`src/rtl/tci_pkg.sv`:
```
package tci_pkg;

    typedef enum logic [1:0] {
        GATE_OPEN    = 2'd0,
        GATE_SHADOW  = 2'd1,
        GATE_SERVICE = 2'd2
    } gate_state_e;

endpackage

```
`src/rtl/tci_countdown.sv`:
```
// Period register, free-running countdown and the pending-request bit.
module tci_countdown #(
    parameter int PERIOD_W = 16
) (
    input  logic                clk,
    input  logic                rst_n,
    input  logic                period_wr,
    input  logic [PERIOD_W-1:0] period_val,
    input  logic                take,
    output logic                pend
);
    localparam logic [PERIOD_W-1:0] ONE  = PERIOD_W'(1);
    localparam logic [PERIOD_W-1:0] ZERO = '0;

    logic [PERIOD_W-1:0] period_q;
    logic [PERIOD_W-1:0] count_q;
    logic                pend_q;
    logic                enabled;
    logic                wrap;

    assign enabled = (period_q != ZERO);
    assign wrap    = enabled && (count_q == ZERO);

    always_ff @(posedge clk or negedge rst_n) begin
        if (!rst_n) begin
            period_q <= ZERO;
            count_q  <= ZERO;
            pend_q   <= 1'b0;
        end else if (period_wr) begin
            // new period: restart the count and forget any old request
            period_q <= period_val;
            count_q  <= (period_val == ZERO) ? ZERO : period_val - ONE;
            pend_q   <= 1'b0;
        end else if (enabled) begin
            count_q  <= wrap ? period_q - ONE : count_q - ONE;
            // a wrap in the taking cycle starts a fresh request
            pend_q   <= wrap | (pend_q & ~take);
        end else begin
            pend_q   <= pend_q & ~take;
        end
    end

    assign pend = pend_q;

endmodule

```
`src/rtl/tci_lock.sv`:
```
// Software lock region flag; lock wins when both strobes coincide.
module tci_lock (
    input  logic clk,
    input  logic rst_n,
    input  logic lock_req,
    input  logic free_req,
    output logic locked
);
    logic lock_q;

    always_ff @(posedge clk or negedge rst_n) begin
        if (!rst_n) begin
            lock_q <= 1'b0;
        end else if (lock_req) begin
            lock_q <= 1'b1;
        end else if (free_req) begin
            lock_q <= 1'b0;
        end
    end

    assign locked = lock_q;

endmodule

```
`src/rtl/tci_gate.sv`:
```
// Decides whether the current fetch slot may be replaced by the call.
module tci_gate
    import tci_pkg::*;
(
    input  logic clk,
    input  logic rst_n,
    input  logic pend,
    input  logic fetch_slot,
    input  logic slot_is_alter,
    input  logic prefix_wait,
    input  logic repeat_busy,
    input  logic locked,
    input  logic service_ret,
    output logic fire,
    output logic in_service
);
    gate_state_e state_q;
    gate_state_e state_d;

    // state register
    always_ff @(posedge clk or negedge rst_n) begin
        if (!rst_n) begin
            state_q <= GATE_OPEN;
        end else begin
            state_q <= state_d;
        end
    end

    // outputs
    always_comb begin
        fire = (state_q == GATE_OPEN) && pend && fetch_slot &&
               !prefix_wait && !repeat_busy && !locked;
        in_service = (state_q == GATE_SERVICE) || fire;
    end

    // transitions
    always_comb begin
        state_d = state_q;
        unique case (state_q)
            GATE_OPEN: begin
                if (fire) begin
                    state_d = GATE_SERVICE;
                end else if (fetch_slot && slot_is_alter) begin
                    state_d = GATE_SHADOW;
                end
            end
            GATE_SHADOW: begin
                if (fetch_slot && !slot_is_alter) begin
                    state_d = GATE_OPEN;
                end
            end
            GATE_SERVICE: begin
                if (service_ret) begin
                    state_d = GATE_OPEN;
                end
            end
            default: state_d = GATE_OPEN;
        endcase
    end

endmodule

```
`src/rtl/tci_word.sv`:
```
// Builds the link instruction word from the field parameters.
module tci_word #(
    parameter int WORD_W     = 32,
    parameter int REG_AW     = 9,
    parameter int LINK_OPC   = 'hD5C,
    parameter int SAVE_REG   = 'h1F4,
    parameter int TARGET_REG = 'h1F5,
    parameter bit SAVE_FLAGS = 1'b1
) (
    output logic [WORD_W-1:0] word
);
    localparam int OPC_W = WORD_W - 2 - 2 * REG_AW;

    logic [1:0] flag_bits;

    generate
        if (SAVE_FLAGS) begin : g_flags
            assign flag_bits = 2'b11;
        end else begin : g_noflags
            assign flag_bits = 2'b00;
        end
    endgenerate

    assign word = {OPC_W'(LINK_OPC), flag_bits,
                   REG_AW'(SAVE_REG), REG_AW'(TARGET_REG)};

endmodule

```
`src/rtl/tick_call_injector.sv`:
```
module tick_call_injector #(
    parameter int PERIOD_W   = 16,
    parameter int WORD_W     = 32,
    parameter int REG_AW     = 9,
    parameter int LINK_OPC   = 'hD5C,
    parameter int SAVE_REG   = 'h1F4,
    parameter int TARGET_REG = 'h1F5
) (
    input  logic                clk,
    input  logic                rst_n,
    input  logic                period_wr,
    input  logic [PERIOD_W-1:0] period_val,
    input  logic                lock_req,
    input  logic                free_req,
    input  logic                fetch_slot,
    input  logic                slot_is_alter,
    input  logic                prefix_wait,
    input  logic                repeat_busy,
    input  logic                service_ret,
    output logic                call_inject,
    output logic [WORD_W-1:0]   call_word,
    output logic                in_service
);
    logic pend_w;
    logic locked_w;
    logic fire_w;

    tci_countdown #(.PERIOD_W(PERIOD_W)) u_count (
        .clk        (clk),
        .rst_n      (rst_n),
        .period_wr  (period_wr),
        .period_val (period_val),
        .take       (fire_w),
        .pend       (pend_w)
    );

    tci_lock u_lock (
        .clk      (clk),
        .rst_n    (rst_n),
        .lock_req (lock_req),
        .free_req (free_req),
        .locked   (locked_w)
    );

    tci_gate u_gate (
        .clk           (clk),
        .rst_n         (rst_n),
        .pend          (pend_w),
        .fetch_slot    (fetch_slot),
        .slot_is_alter (slot_is_alter),
        .prefix_wait   (prefix_wait),
        .repeat_busy   (repeat_busy),
        .locked        (locked_w),
        .service_ret   (service_ret),
        .fire          (fire_w),
        .in_service    (in_service)
    );

    tci_word #(
        .WORD_W     (WORD_W),
        .REG_AW     (REG_AW),
        .LINK_OPC   (LINK_OPC),
        .SAVE_REG   (SAVE_REG),
        .TARGET_REG (TARGET_REG),
        .SAVE_FLAGS (1'b1)
    ) u_word (
        .word (call_word)
    );

    assign call_inject = fire_w;

endmodule

```
`config.mk`:
```
export PLATFORM = sky130hd
export DESIGN_NAME = tick_call_injector
export DESIGN_NICKNAME = d
export VERILOG_FILES = /design/src/rtl/tci_pkg.sv /design/src/rtl/tci_countdown.sv /design/src/rtl/tci_lock.sv /design/src/rtl/tci_gate.sv /design/src/rtl/tci_word.sv /design/src/rtl/tick_call_injector.sv
export SDC_FILE = /design/constraint.sdc
export NUM_CORES = 1
export LEC_CHECK = 0
export ABC_AREA = 1
export CAP_MARGIN = 10
export CORE_AREA = 2 2 78 80
export CTS_BUF_LIST = sky130_fd_sc_hd__clkbuf_2 sky130_fd_sc_hd__clkbuf_4 sky130_fd_sc_hd__clkbuf_8
export CTS_CLUSTER_DIAMETER = 50
export DETAILED_ROUTE_END_ITERATION = 10
export DIE_AREA = 0 0 80 82
export HOLD_SLACK_MARGIN = 0.02
export PLACE_DENSITY_LB_ADDON = 0.2
export REMOVE_ABC_BUFFERS = 1
export SYNTH_ARGS = -nofsm -noshare
export SYNTH_HDL_FRONTEND = slang
export SYNTH_SLANG_ARGS = --single-unit
```
`constraint.sdc`:
```
create_clock -name clk -period 3.5 [get_ports clk]
set_clock_uncertainty 0.15 [all_clocks]
set_input_delay 0.35 -clock clk [delete_from_list [all_inputs] [get_ports clk]]
set_output_delay 0.35 -clock clk [all_outputs]
set_load 0.02 [all_outputs]
```
==> metrics.md <==
| Metric | Value |
|---|---|
| Worst hold path type | in2async |
| DRC | 0 |
| # Max-Cap Violations | 0 |
| H-Tree Depth | 2 |
| Final antenna-violating net count | 0 |
| Initial antenna violation count | 0 |
| Share of flip-flops with an asynchronous set or reset | 100% |
| CTS tree | built |
| # IOs | 60 |
| Vias per cell | 4.88 |
| Die span in y | 82 microns |
| Area contributors post-synth | dfrtp_1 (30%), nand2_1 (13%), buf_4 (8.1%), nor2_1 (6.2%), inv_1 (5.6%) |
| Outcome | complete, no violations |
| Sequential element share of the synthesized area | 30.3% |
| Clock sink count | 36 |
| Final wirelength | 6540 microns |
| Nets | 480 |
| Required time of the critical path | 3.50 ns |
| Crit end category | flop |
| WS Path Type | reg2reg |
| Post-layout min period | 2.64 ns |
| Number of synthesized flops with an enable pin | 0 |
| Design area | 3230 sq um |
| Post_cts resized | 0 |
| Layout Area Growth over Synthesis | 8.71% |
| Min Hold Slack | 0.000478 ns |
| Synth area leader | dfrtp_1 |
| Top_reg_cell synth | dfrtp_1 |
| Mapped Area | 2970 sq um |
| First-pass GRT wire length | 11,000 microns |
| Antenna cells | 0 |
| Setup repair bufs after CTS | 0 |
| GPL Wtd Cong | 0.843 |
| Pre-Repair DR Iteration Count | 4 |
| Area share of the largest cell type after synthesis | 30.3% |
| Worst-Margin Slew | 0.950 ns |
| Maximum VDD drop | 0.195 mV |
| Yosys cell types | 37 |
| Slew headroom | 36.6% |
| Comb power frac | 29.5% |
| Sw Share | 35.5% |
| Sw Pwr | 0.392 mW |
| DPL Wire Length | 5180 microns |
| Grt ovf | 0 |
| CP Launch Point | u_count.period_q[3] |
| GRT Total Usage | 21.8% |
| 1st-iter DRT viols | 149 |
| Final Slew Violations | 0 |
| Syn Area/Cell | 6.92 sq um |
| Final Hold Viols | 0 |
| Clk pwr share | 26.5% |
| Post-CTS Hold Buffers | 0 |
| Vias in the first global route | 2,310 |
| Leakage | 1.60 nW |
| Int Power | 0.710 mW |
| Initial Util | 51.8% |
| Setup TNS | 0 ns |
| Core box area | 5750 sq um |
| Pin count of the biggest net entering global routing | 37 |
| Period utilization | 75.5% |
| Clk slew on worst S/H paths | 0.07 ns |
| Crit path DAT | 2.64 ns |
| Final setup fails | 0 |
| Via Count | 2,574 |
| Die X | 80 microns |
| WL/cell | 12.4 microns |
| Share of cells above drive strength 1 | 13.7% |
| RSZ-0062 raised after global routing | false |
| Worst-Skew Late Latency | 0.29 ns |
| PD cells | 341 nW/um^2 |
| Syn. warnings | 0 |
| CP startpoint kind | flop |
| Maximum clock rate | 378 MHz |
| Port Buffers | 27 |
| Num CTS Buffers | 5 |
| Max FO, Critical Path | 20 |
| Max Buffers Root-to-Sink | 2 |
| CTS Root Cell | clkbuf_8 |
| Overall Power | 1.10 mW |
| Syn Inst Count | 430 |
| Yosys reg bits | 36 |
| Die ar. | 6560 sq um |
| Row count | 28 |
| R2R Path Start | u_count.period_q[3] |
| Flop-to-flop setup slack | 0.86 ns |
| Area post-placement | 3150 sq um |
| Depth of the worst register-to-register path | 8 |
| Sequential share of power | 44.1% |
## cell usage in the layout, fill, tap and decap left out, types with 8 or more instances in the layout
cell and n:
nand2_1 102, nor2_1 49, inv_1 44, dfrtp_1 36, conb_1 32, nand3_1 26
clkdlybuf4s50_1 26, o21ai_0 19, a21oi_1 18, inv_2 9, nor2_2 9, nand2_2 9
nor2_4 9, a31oi_1 8
## cell usage after synthesis (4+ instances only)
| cell type | n |
|---|---|
| o21ai_0 | 19 |
| buf_2 | 4 |
| inv_2 | 9 |
| dfrtp_1 | 36 |
| nand2_4 | 7 |
| nor2_1 | 49 |
| clkbuf_1 | 4 |
| nand2_1 | 102 |
| nand2_2 | 9 |
| xor2_1 | 5 |
| nor2_4 | 9 |
| inv_1 | 44 |
| nand3_1 | 26 |
| a21oi_1 | 18 |
| o21bai_1 | 4 |
| nor2_2 | 9 |
| nand3_2 | 7 |
| a31oi_1 | 8 |
| buf_4 | 32 |
## per-layer routing
layer  share of wire, %  track usage, %  vias up  wire length (microns)
met4                1.8            8.14        0                    118
met3                5.7            3.63       10                    371
li1                   -               -     1340                      -
met1                 48            30.2     1141                   3120
met2                 45            34.3       83                   2930
met5                  0               0        -                      0
## logic make-up (layout without fill, tap and decap cells)
group | after synthesis | in the layout | share of synthesized area (%)
other | 2 | 32 | 0.253
adder cells (fa/ha/maj) | 2 | 2 | 0.841
AO/OA/AOI/OAI | 57 | 57 | 10.8
AND/OR/NAND/NOR | 230 | 230 | 38.9
XOR/XNOR | 7 | 7 | 2.06
buffers and inverters | 96 | 88 | 16.8
flip-flops | 36 | 36 | 30.3
## layout make-up
| cell class | count | area (sq um) |
|---|---|---|
| clock buffer | 6 | 76.3 |
| fill | 581 | 2510 |
| tap | 75 | 93.8 |
| clock inverter | 1 | 5.00 |
| multi-input combinational | 328 | 1690 |
| sequential | 36 | 901 |
| timing repair buffer | 28 | 273 |
| inverter | 53 | 199 |
## worst max-delay path: stages (launching register included)
cell     delay (ns)
dfrtp_1        0.43
nor2_1         0.10
nand2_1        0.07
nor2_2         0.19
nand2_4        0.18
nor2_1         0.62
inv_1          0.50
nand2_1        0.18
o21ai_0        0.09
## flip-flops by register name, summed over array words and instances (netlist names)
name	count
u_count.count_q	16
u_count.period_q	16
u_gate.state_q	2
u_count.pend	1
u_lock.locked	1
## power by group through the flow
stage	combinational, mW	sequential, mW	clock (mW)
after floorplan	0.233	0.487	0
after global placement	0.319	0.492	0
after detailed placement	0.324	0.493	0
after CTS	0.325	0.485	0.302
after global routing	0.365	0.490	0.313
final	0.325	0.486	0.292
## worst paths after layout
check                                       endpoint
max in group asynchronous       u_count.period_q[11]
worst min-delay path             u_count.period_q[3]
worst min register to register  u_count.period_q[13]
worst max-delay path              u_count.count_q[1]
min in group clk                u_count.period_q[13]
worst max register to register    u_count.count_q[1]
## through the flow
step	utilization, %	setup slack (ns)	cells
2_1_floorplan	-	1.31	417
3_3_place_gp	54.9	0.742	520
3_5_place_dp	54.9	0.728	520
4_1_cts	56.3	0.881	527
5_1_grt	56.3	0.626	527
6_report	56.3	0.858	527
Note: power is estimated with default switching activity, not from simulation.
